$ cat src/rtl/adc_par_pkg.sv
// Package: shared widths, limits and sequencer states for the parallel
// ADC controller. Assumes a 15-bit converter word with a 12-bit offset field.
package adc_par_pkg;
    localparam int RES_W   = 15;             // result / bus word width
    localparam int OFS_W   = 12;             // offset field width
    localparam int OFS_PAD = RES_W - OFS_W;  // forced-zero bits above the field
    localparam int OFS_LIM = 1310;           // magnitude limit of the offset

    typedef enum logic [2:0] {
        ST_IDLE,
        ST_CNV,
        ST_WAIT,
        ST_READ,
        ST_WRITE,
        ST_QUIET
    } seq_st_t;
endpackage

$ cat src/rtl/adc_ofs_check.sv
// Offset range check and formatting. Purely combinational.
// Assumes IN_W >= OFS_W. It accepts values in [-OFS_LIM, +OFS_LIM] and packs
// the low OFS_W bits (two's complement) under OFS_PAD zero bits.
module adc_ofs_check
    import adc_par_pkg::*;
#(
    parameter int IN_W = 16
) (
    input  logic signed [IN_W-1:0]  val,
    output logic                    ok,
    output logic        [RES_W-1:0] word
);
    localparam logic signed [IN_W-1:0] LIM_P = IN_W'(OFS_LIM);
    localparam logic signed [IN_W-1:0] LIM_N = -LIM_P;

    // Accept only values inside the symmetric limit, bounds included.
    always_comb begin
        ok   = (val <= LIM_P) && (val >= LIM_N);
        word = {{OFS_PAD{1'b0}}, val[OFS_W-1:0]};
    end
endmodule

$ cat src/rtl/adc_req_hold.sv
// Request holding stage. Latches start requests and accepted offset requests
// until the sequencer takes them. Rejects out-of-range offsets with a
// one-cycle error pulse. Assumes take_* are asserted only while the
// matching pending flag is set.
module adc_req_hold
    import adc_par_pkg::*;
(
    input  logic             clk,
    input  logic             rst_n,
    input  logic             start_req,
    input  logic             ofs_req,
    input  logic             ofs_ok,
    input  logic [RES_W-1:0] ofs_word_in,
    input  logic             take_start,
    input  logic             take_ofs,
    output logic             start_pend,
    output logic             ofs_pend,
    output logic [RES_W-1:0] ofs_word,
    output logic             ofs_err
);
    // Pending flags, latched offset word and error pulse.
    always_ff @(posedge clk) begin
        if (!rst_n) begin
            start_pend <= 1'b0;
            ofs_pend   <= 1'b0;
            ofs_word   <= '0;
            ofs_err    <= 1'b0;
        end else begin
            ofs_err <= ofs_req && !ofs_ok;
            if (start_req)
                start_pend <= 1'b1;
            else if (take_start)
                start_pend <= 1'b0;
            if (ofs_req && ofs_ok) begin
                ofs_pend <= 1'b1;
                ofs_word <= ofs_word_in;
            end else if (take_ofs) begin
                ofs_pend <= 1'b0;
            end
        end
    end

    // a rejected request raises the error in the following cycle.
    a_r7_err_follows: assert property (@(posedge clk) disable iff (!rst_n)
        (ofs_req && !ofs_ok) |=> ofs_err);
    // a rejected request never creates a pending write.
    a_r7_no_pending: assert property (@(posedge clk) disable iff (!rst_n)
        (ofs_req && !ofs_ok && !ofs_pend) |=> !ofs_pend);
    // a held start stays held until the sequencer takes it.
    a_r8_start_held: assert property (@(posedge clk) disable iff (!rst_n)
        (start_pend && !take_start) |=> start_pend);
endmodule

$ cat src/rtl/adc_bus_seq.sv
// Bus sequencer. Runs the convert strobe, waits on busy, performs the
// read window or the offset write, and then enforces the quiet gap.
// Assumes QUIET >= 1 and all strobe widths >= 1. Offset writes take
// priority over starts when both are pending in the idle state.
module adc_bus_seq
    import adc_par_pkg::*;
#(
    parameter int CNV_LOW = 2,
    parameter int RD_LOW  = 3,
    parameter int WR_LOW  = 2,
    parameter int QUIET   = 5
) (
    input  logic             clk,
    input  logic             rst_n,
    input  logic             busy_n,
    input  logic [RES_W-1:0] bus_in,
    input  logic             start_pend,
    input  logic             ofs_pend,
    input  logic [RES_W-1:0] ofs_word,
    output logic             take_start,
    output logic             take_ofs,
    output logic             cnv_n,
    output logic             cs_n,
    output logic             rd_n,
    output logic             wr_n,
    output logic             bus_oe,
    output logic [RES_W-1:0] bus_out,
    output logic [RES_W-1:0] res_data,
    output logic             res_valid,
    output logic [RES_W-1:0] ofs_cur
);
    localparam int MAX_A = (CNV_LOW > RD_LOW) ? CNV_LOW : RD_LOW;
    localparam int MAX_B = (WR_LOW > QUIET) ? WR_LOW : QUIET;
    localparam int MAX_C = (MAX_A > MAX_B) ? MAX_A : MAX_B;
    localparam int CW    = $clog2(MAX_C + 1);
    localparam int GAP_MAX = QUIET + 1;
    localparam int GW    = $clog2(GAP_MAX + 1);

    seq_st_t       st;
    logic [CW-1:0] cnt;
    logic          seen_busy;
    logic [GW-1:0] gap_q;

    // Which pending request the idle state accepts this cycle.
    always_comb begin
        take_ofs   = (st == ST_IDLE) && ofs_pend;
        take_start = (st == ST_IDLE) && !ofs_pend && start_pend;
    end

    // Strobes decoded from the state register.
    always_comb begin
        cnv_n   = (st != ST_CNV);
        rd_n    = (st != ST_READ);
        wr_n    = (st != ST_WRITE);
        cs_n    = !((st == ST_READ) || (st == ST_WRITE));
        bus_oe  = (st == ST_WRITE);
        bus_out = ofs_cur;
    end

    // Main sequencer: state, width counter, busy tracking, capture.
    always_ff @(posedge clk) begin
        if (!rst_n) begin
            st        <= ST_IDLE;
            cnt       <= '0;
            seen_busy <= 1'b0;
            res_data  <= '0;
            res_valid <= 1'b0;
            ofs_cur   <= '0;
        end else begin
            res_valid <= 1'b0;
            case (st)
                ST_IDLE: begin
                    if (take_ofs) begin
                        st      <= ST_WRITE;
                        cnt     <= CW'(WR_LOW - 1);
                        ofs_cur <= ofs_word;
                    end else if (take_start) begin
                        st        <= ST_CNV;
                        cnt       <= CW'(CNV_LOW - 1);
                        seen_busy <= 1'b0;
                    end
                end
                ST_CNV: begin
                    if (!busy_n) seen_busy <= 1'b1;
                    if (cnt == '0) st <= ST_WAIT;
                    else           cnt <= cnt - 1'b1;
                end
                ST_WAIT: begin
                    if (!busy_n) begin
                        seen_busy <= 1'b1;
                    end else if (seen_busy) begin
                        st  <= ST_READ;
                        cnt <= CW'(RD_LOW - 1);
                    end
                end
                ST_READ: begin
                    if (cnt == '0) begin
                        res_data  <= bus_in;
                        res_valid <= 1'b1;
                        st        <= ST_QUIET;
                        cnt       <= CW'(QUIET - 1);
                    end else begin
                        cnt <= cnt - 1'b1;
                    end
                end
                ST_WRITE: begin
                    if (cnt == '0) begin
                        st  <= ST_QUIET;
                        cnt <= CW'(QUIET - 1);
                    end else begin
                        cnt <= cnt - 1'b1;
                    end
                end
                ST_QUIET: begin
                    if (cnt == '0) st <= ST_IDLE;
                    else           cnt <= cnt - 1'b1;
                end
                default: st <= ST_IDLE;
            endcase
        end
    end

    // Guard counter: idle-bus cycles since the last read or write strobe.
    always_ff @(posedge clk) begin
        if (!rst_n)
            gap_q <= GW'(GAP_MAX);
        else if (!rd_n || !wr_n)
            gap_q <= '0;
        else if (gap_q != GW'(GAP_MAX))
            gap_q <= gap_q + 1'b1;
    end

    // no read strobe while the converter reports busy.
    a_r3_no_read_busy: assert property (@(posedge clk) disable iff (!rst_n)
        !rd_n |-> busy_n);
    // the result-valid flag is a single-cycle pulse.
    a_r4_valid_pulse: assert property (@(posedge clk) disable iff (!rst_n)
        res_valid |=> !res_valid);
    // a new result appears just as the read strobe is released.
    a_r4_after_read: assert property (@(posedge clk) disable iff (!rst_n)
        res_valid |-> (rd_n && !$past(rd_n)));
    // the convert strobe falls only after the quiet gap.
    a_r5_quiet_gap: assert property (@(posedge clk) disable iff (!rst_n)
        $fell(cnv_n) |-> (gap_q >= GW'(QUIET)));
    // a write never coincides with a read or a conversion strobe.
    a_r6_write_excl: assert property (@(posedge clk) disable iff (!rst_n)
        !wr_n |-> (rd_n && cnv_n));
    // the write strobe stays high while converting.
    a_r9_no_write_cnv: assert property (@(posedge clk) disable iff (!rst_n)
        !cnv_n |-> wr_n);
    // the offset in effect changes only when a write begins.
    a_r10_ofs_kept: assert property (@(posedge clk) disable iff (!rst_n)
        (wr_n && $past(wr_n)) |-> $stable(ofs_cur));
endmodule

$ cat src/rtl/adc_par_ctl.sv
// Top: parallel ADC conversion and readout controller. It joins the offset
// check, the request holding stage and the bus sequencer.
// Assumes busy_n is synchronous to clk and bus_in is stable during reads.
module adc_par_ctl
    import adc_par_pkg::*;
#(
    parameter int OFS_IN_W = 16,
    parameter int CNV_LOW  = 2,
    parameter int RD_LOW   = 3,
    parameter int WR_LOW   = 2,
    parameter int QUIET    = 5
) (
    input  logic                       clk,
    input  logic                       rst_n,
    input  logic                       start_req,
    input  logic                       ofs_req,
    input  logic signed [OFS_IN_W-1:0] ofs_val,
    input  logic                       busy_n,
    input  logic        [RES_W-1:0]    bus_in,
    output logic                       cnv_n,
    output logic                       cs_n,
    output logic                       rd_n,
    output logic                       wr_n,
    output logic                       bus_oe,
    output logic        [RES_W-1:0]    bus_out,
    output logic        [RES_W-1:0]    res_data,
    output logic                       res_valid,
    output logic                       ofs_err,
    output logic        [RES_W-1:0]    ofs_cur
);
    logic             ofs_ok;
    logic [RES_W-1:0] ofs_fmt;
    logic             start_pend, ofs_pend;
    logic [RES_W-1:0] ofs_word;
    logic             take_start, take_ofs;

    adc_ofs_check #(.IN_W(OFS_IN_W)) i_check (
        .val  (ofs_val),
        .ok   (ofs_ok),
        .word (ofs_fmt)
    );

    adc_req_hold i_hold (
        .clk         (clk),
        .rst_n       (rst_n),
        .start_req   (start_req),
        .ofs_req     (ofs_req),
        .ofs_ok      (ofs_ok),
        .ofs_word_in (ofs_fmt),
        .take_start  (take_start),
        .take_ofs    (take_ofs),
        .start_pend  (start_pend),
        .ofs_pend    (ofs_pend),
        .ofs_word    (ofs_word),
        .ofs_err     (ofs_err)
    );

    adc_bus_seq #(
        .CNV_LOW (CNV_LOW),
        .RD_LOW  (RD_LOW),
        .WR_LOW  (WR_LOW),
        .QUIET   (QUIET)
    ) i_seq (
        .clk        (clk),
        .rst_n      (rst_n),
        .busy_n     (busy_n),
        .bus_in     (bus_in),
        .start_pend (start_pend),
        .ofs_pend   (ofs_pend),
        .ofs_word   (ofs_word),
        .take_start (take_start),
        .take_ofs   (take_ofs),
        .cnv_n      (cnv_n),
        .cs_n       (cs_n),
        .rd_n       (rd_n),
        .wr_n       (wr_n),
        .bus_oe     (bus_oe),
        .bus_out    (bus_out),
        .res_data   (res_data),
        .res_valid  (res_valid),
        .ofs_cur    (ofs_cur)
    );

    // the strobes are idle in the first cycle after reset.
    a_r1_reset_idle: assert property (@(posedge clk)
        $past(!rst_n) |-> (cnv_n && cs_n && rd_n && wr_n && !res_valid));
endmodule

$ cat config.mk
export PLATFORM = sky130hd
export DESIGN_NAME = adc_par_ctl
export DESIGN_NICKNAME = d
export VERILOG_FILES = /design/src/rtl/adc_par_pkg.sv /design/src/rtl/adc_ofs_check.sv /design/src/rtl/adc_req_hold.sv /design/src/rtl/adc_bus_seq.sv /design/src/rtl/adc_par_ctl.sv
export SDC_FILE = /design/constraint.sdc
export NUM_CORES = 1
export LEC_CHECK = 0
export BUFFER_PORTS_ARGS = -buffer_cell sky130_fd_sc_hd__buf_4
export CORE_MARGIN = 2
export CORE_UTILIZATION = 50
export CTS_CLUSTER_SIZE = 10
export DETAILED_ROUTE_END_ITERATION = 10
export PLACE_DENSITY_LB_ADDON = 0.05
export SKIP_CTS_REPAIR_TIMING = 1
export SYNTH_ARGS = -nofsm -noshare
export SYNTH_HDL_FRONTEND = slang
export SYNTH_SLANG_ARGS = --single-unit
export TNS_END_PERCENT = 5
$ cat constraint.sdc
create_clock -name clk -period 2.85 [get_ports clk]
set_input_delay 0.57 -clock clk [delete_from_list [all_inputs] [get_ports clk]]
set_output_delay 0.57 -clock clk [all_outputs]
set_load 0.03 [all_outputs]
==> impl_metrics.json, run 1 <==
{
  "critPathCaptureType": "output pin",
  "yosysTopAreaCell": "dfxtp_1",
  "nNetsFinal": 385,
  "fin_ws_ns": 0.673,
  "grt_pass1_wl_mm": 8.05,
  "power.density_nw_per_um2": 634,
  "design_area_um2": 2850,
  "dp_slack_ns": 0.550,
  "grt_max_degree": 31,
  "die_x_um": 71.0,
  "seq_area_frac_synth_pct": 44.6,
  "timing.critical_path.fanout_max": 14,
  "routed_via_density": 5.11,
  "syn2layout_area_growth_pct": 27.1,
  "tightest_slew_ns": 0.723,
  "n_antenna_cell": 0,
  "maxCapViolCount": 0,
  "cp_slowest_stage_delay_ns": 0.60,
  "synth_warnings": 0,
  "stdcell_count": 400,
  "cts-root-buf": "clkbuf_8",
  "yosysUniqueCellTypes": 36,
  "nFillCells": 410,
  "clkSinkCount": 50,
  "rsz0062_at_grt": "false",
  "clock_skew_ns": 0.00194,
  "clk_pin_slew_ns": 0.09,
  "cp_slowest_cell": "dfxtp_1",
  "start_util_pct": 51.6,
  "dr_total_vias": 2043,
  "drv_slew": 0,
  "postSynthAreaPerCell_um2": 7.88,
  "crit_chain": "nand2b_1 > nor2_1 > inv_1 > buf_4",
  "synth_top_flop_cell": "dfxtp_1",
  "hold_path.class": "reg2reg",
  "crit_path_start_kind": "flop",
  "ios": 88,
  "grt_pass1_vias": 1811,
  "cts-buffers-inserted": 5,
  "totalWireLength_mm": 4.97,
  "fp.dieArea_um2": 5040,
  "slew_headroom_pct": 51.8,
  "vdd_drop_max_mv": 0.478,
  "die_h_um": 71.0,
  "synth_edf_count": 0,
  "max_freq_mhz": 459,
  "fin_crit_ns": 2.18,
  "grt_util_all_layers_pct": 19.7,
  "synthTopCellsByArea": "dfxtp_1 (45%), nand2_1 (15%), a21oi_1 (7.4%)",
  "syn_area_um2": 2250,
  "grt-ovfl-total": 0,
  "io_buffer_count": 81,
  "dpl_cell_area_um2": 2750,
  "rows": 24,
  "final_layout_size_suffix_gt1_share_pct": 27.0,
  "setup_viol": 0,
  "route.detailed.drc": 0,
  "dp_hpwl_mm": 3.58,
  "required_ns": 2.28,
  "drtIter0Drc": 72,
  "cpLargestDelayFamily": "flip-flops",
  "synth.top_cell.area_share_pct": 44.6,
  "cts_tree": "done",
  "fin_crit_sh_pct": 76.4,
  "p_leak_uw": 0.00118,
  "finalHoldViolCount": 0,
  "antenna_left": 0,
  "routedWlPerCell_um": 12.4,
  "async_flop_share_pct": 0,
  "core_um2": 4350,
  "fin_tns_setup_ns": 0,
  "synthCells": 285,
  "worst-path-buf-inv": 2,
  "clock_path_buffers": 2,
  "dp_cells": 392,
  "antenna_found_initial": 0,
  "synth_seq_cells": 50,
  "path_class": "reg2out",
  "status": "finished, final reports clean",
  "dr.pass1.iters": 4,
  "clock_latency_ns": 0.30,
  "place.gp.congestion": 0.840,
  "htreeDepth": 2,
  "cp.arrival_ns": 1.61
}
==> through the flow <==
| step | power [µW] | util (%) | hold WS, ns |
|---|---|---|---|
| 2_1_floorplan | 1190 | - | 0.432 |
| 3_3_place_gp | 1320 | 63.0 | 0.441 |
| 3_5_place_dp | 1330 | 63.0 | 0.445 |
| 4_1_cts | 1820 | 65.5 | 0.455 |
| 5_1_grt | 1900 | 65.5 | 0.477 |
| 6_report | 1810 | 65.5 | 0.454 |
==> Yosys cell counts (3+ instances only) <==
| cell type | instances |
|---|---|
| mux2i_1 | 13 |
| nand2_1 | 87 |
| nor2_1 | 16 |
| o21ai_0 | 8 |
| o21a_1 | 4 |
| nor3_1 | 3 |
| nand2b_1 | 3 |
| clkbuf_1 | 11 |
| dfxtp_1 | 50 |
| a211oi_1 | 4 |
| inv_1 | 6 |
| a21oi_1 | 33 |
| buf_4 | 18 |
==> per-layer routing <==
layer	global-route usage (%)	part of all wire (%)
met1	24.2	46
met2	33.2	46
met3	5.84	6.2
met4	6.29	1.2
met5	0	0
==> cell usage in the layout (no fill, tap or decap), types with 5 or more instances in the layout <==
cell and count:
a21oi_1 33, clkbuf_8 5, dfxtp_1 50, inv_1 6, mux2i_1 13, nand2_1 87, o21ai_0 8, nor2_1 16
conb_1 6, buf_4 83
==> worst paths after layout <==
| path | end | slack, ns | start | cells after the start |
|---|---|---|---|---|
| worst max-delay path | rd_n | 0.67 | i_seq.st[1]$_SDFFE_PN0P_ | 4 |
| worst min-delay path | i_seq.bus_out[1]$_SDFFE_PN0P_ | 0.45 | i_hold.ofs_word[1]$_SDFFE_PN0P_ | 2 |
| worst max register to register | i_seq.st[2]$_SDFFE_PN0P_ | 1.01 | i_seq.st[1]$_SDFFE_PN0P_ | 5 |
| worst min register to register | i_seq.bus_out[1]$_SDFFE_PN0P_ | 0.45 | i_hold.ofs_word[1]$_SDFFE_PN0P_ | 2 |
==> sequential cells by signal (all words and copies together), names as in the netlist <==
signal	flops
i_seq.st	3
i_seq.seen_busy	1
i_hold.ofs_pend	1
i_seq.res_valid	1
i_seq.res_data	15
i_hold.ofs_word	12
i_seq.bus_out	12
i_hold.ofs_err	1
i_hold.start_pend	1
i_seq.cnt	3
==> final cells by class <==
class,instances,area (µm²),share of cell area [%]
sequential,50,1000,35.1
clock inverter,3,40.0,1.40
timing repair buffer,83,623,21.8
clock buffer,5,68.8,2.41
multi-input combinational,200,1030,36.1
tap,52,65.1,2.28
inverter,7,26.3,0.921
==> worst min-delay path, cell delays in order (launching register included) <==
cell and delay (ns):
dfxtp_1 0.32, nand2_1 0.05, a21oi_1 0.05
==> report_power, final <==
| group | leakage [µW] | internal (µW) | total [µW] | switching [µW] |
|---|---|---|---|---|
| sequential | 0.000405 | 745 | 799 | 53.2 |
| clock | 0.0000579 | 259 | 491 | 233 |
| combinational | 0.000718 | 219 | 521 | 302 |
| total | 0.00118 | 1220 | 1810 | 588 |
==> cells by family (layout without fill, tap and decap cells) <==
family                   count (synthesis)  after routing  synth area share [%]
AND/OR/NAND/NOR                        121            121                  22.4
AO/OA/AOI/OAI                           57             57                  15.1
flip-flops                              50             50                  44.6
buffers and inverters                   40             98                  10.4
multiplexers                            13             13                  5.79
adder cells (fa/ha/maj)                  3              3                  1.56
other                                    1              6                 0.167
No activity file was read; power rests on OpenSTA's default activity.
==> run 2: changes to the inputs <==
- CORE_UTILIZATION: 50 -> 43
- clock period: 2.85 -> 1.78 ns (I/O delays scaled with it)
==> impl_metrics.json, run 2 (synthesis gave the netlist of run 1 again) <==
{
  "antenna_left": 0,
  "vdd_drop_max_mv": 0.674,
  "setup_viol": 0,
  "dp_cells": 426,
  "cp_slowest_cell": "dfxtp_2",
  "routedWlPerCell_um": 11.7,
  "maxCapViolCount": 0,
  "largest_register_ffs": 15,
  "clock_path_buffers": 2,
  "hold_path.class": "in2reg",
  "drtIter0Drc": 78,
  "drv_slew": 0,
  "layout_commonest_cell": "buf_4",
  "core_um2": 5070,
  "routed_via_density": 4.76,
  "io_buffer_count": 81,
  "finalHoldViolCount": 0,
  "grt_pass1_vias": 1915,
  "route.detailed.drc": 0,
  "nNetsFinal": 403,
  "tightest_slew_ns": 0.522,
  "nFillCells": 482,
  "max_freq_mhz": 571,
  "cts_tree": "done",
  "cts-root-buf": "clkbuf_8",
  "dpl_cell_area_um2": 2930,
  "die_x_um": 76.3,
  "final_layout_size_suffix_gt1_share_pct": 32.2,
  "timing.critical_path.fanout_max": 11,
  "cp_slowest_stage_delay_ns": 0.43,
  "fp.dieArea_um2": 5820,
  "grt-ovfl-total": 0,
  "dp_hpwl_mm": 3.70,
  "cts-buffers-inserted": 5,
  "stdcell_count": 436,
  "die_h_um": 76.3,
  "crit_path_start_kind": "flop",
  "p_leak_uw": 0.00128,
  "rsz0062_at_grt": "true",
  "htreeDepth": 2,
  "totalWireLength_mm": 5.11,
  "clock_latency_ns": 0.30,
  "grt_max_degree": 30,
  "place.gp.congestion": 0.814,
  "grt_pass1_wl_mm": 8.34,
  "mostFrequentLayoutCells": "buf_4 (97), nand2_1 (87), dfxtp_1 (48)",
  "critPathCaptureType": "flop",
  "cp.arrival_ns": 1.95,
  "syn2layout_area_growth_pct": 36.6,
  "power.density_nw_per_um2": 962,
  "crit_path_start": "i_seq.st[2]$_SDFFE_PN0P_",
  "largest-register": "i_seq.res_data",
  "crit_chain": "nand2b_1 > o32ai_1 > a21oi_1 > o21ai_0 > a32o_1",
  "start_util_pct": 44.3,
  "grt_util_all_layers_pct": 17.4,
  "design_area_um2": 3070,
  "dr.pass1.iters": 4,
  "path_class": "reg2reg",
  "fin_crit_ns": 1.75,
  "min_from": "start_req",
  "r2r_start": "i_seq.st[2]$_SDFFE_PN0P_",
  "required_ns": 1.98,
  "rows": 26,
  "status": "finished, final reports clean",
  "n_antenna_cell": 0,
  "clk_pin_slew_ns": 0.09,
  "slew_headroom_pct": 65.0,
  "antenna_found_initial": 0,
  "ios": 88,
  "clkSinkCount": 50,
  "fin_crit_sh_pct": 98.3,
  "clock_skew_ns": 0.00624,
  "dr_total_vias": 2077
}
run 2: power breakdown:
| group | leakage [µW] | switching (µW) | internal (µW) |
|---|---|---|---|
| combinational | 0.000824 | 570 | 454 |
| sequential | 0.000406 | 45.1 | 1200 |
| clock | 0.0000472 | 371 | 313 |
| total | 0.00128 | 985 | 1970 |
run 2: final timing paths:
check / endpoint / slack (ns) / depth (start not counted)
min reg2reg: i_seq.bus_out[2]$_SDFFE_PN0P_ / 0.45 / 2
max: i_seq.st[1]$_SDFFE_PN0P_ / 0.03 / 5
max reg2reg: i_seq.st[1]$_SDFFE_PN0P_ / 0.03 / 5
min: i_hold.start_pend$_SDFFE_PN0P_ / 0.26 / 3
run 2: per-layer routing:
metal | track usage (%) | share of wire (%)
met2 | 28.8 | 47
met3 | 4.38 | 5.4
met1 | 21.6 | 47
met4 | 6.91 | 1.4
met5 | 0 | 0
run 2: per-stage QoR:
step / setup TNS, ns / util [%] / hold WS, ns / worst slack (ns) / total power (µW)
floorplan: 0 / - / 0.432 / 0.00792 / 1910
global placement: -0.677 / 57.8 / 0.442 / -0.0575 / 2210
detailed placement: -1.05 / 57.8 / 0.446 / -0.0935 / 2210
CTS: -0.237 / 59.7 / 0.257 / -0.151 / 2910
global route: -0.218 / 60.5 / 0.278 / -0.0481 / 3140
finish: 0 / 60.5 / 0.262 / 0.0300 / 2950
run 2: area by class of cell:
type / instances / area [µm²] / share of cell area (%)
sequential: 50 / 1010 / 32.8
multi-input combinational: 200 / 1050 / 34.3
clock buffer: 6 / 82.6 / 2.69
inverter: 7 / 26.3 / 0.856
clock inverter: 2 / 12.5 / 0.408
timing repair buffer: 101 / 800 / 26.1
tap: 70 / 87.6 / 2.85
run 2: critical path, delay by kind of cell, from the launching register on:
family	cells	cell delay (ns)
flops	1	0.43
simple gates	1	0.24
compound gates	4	0.99
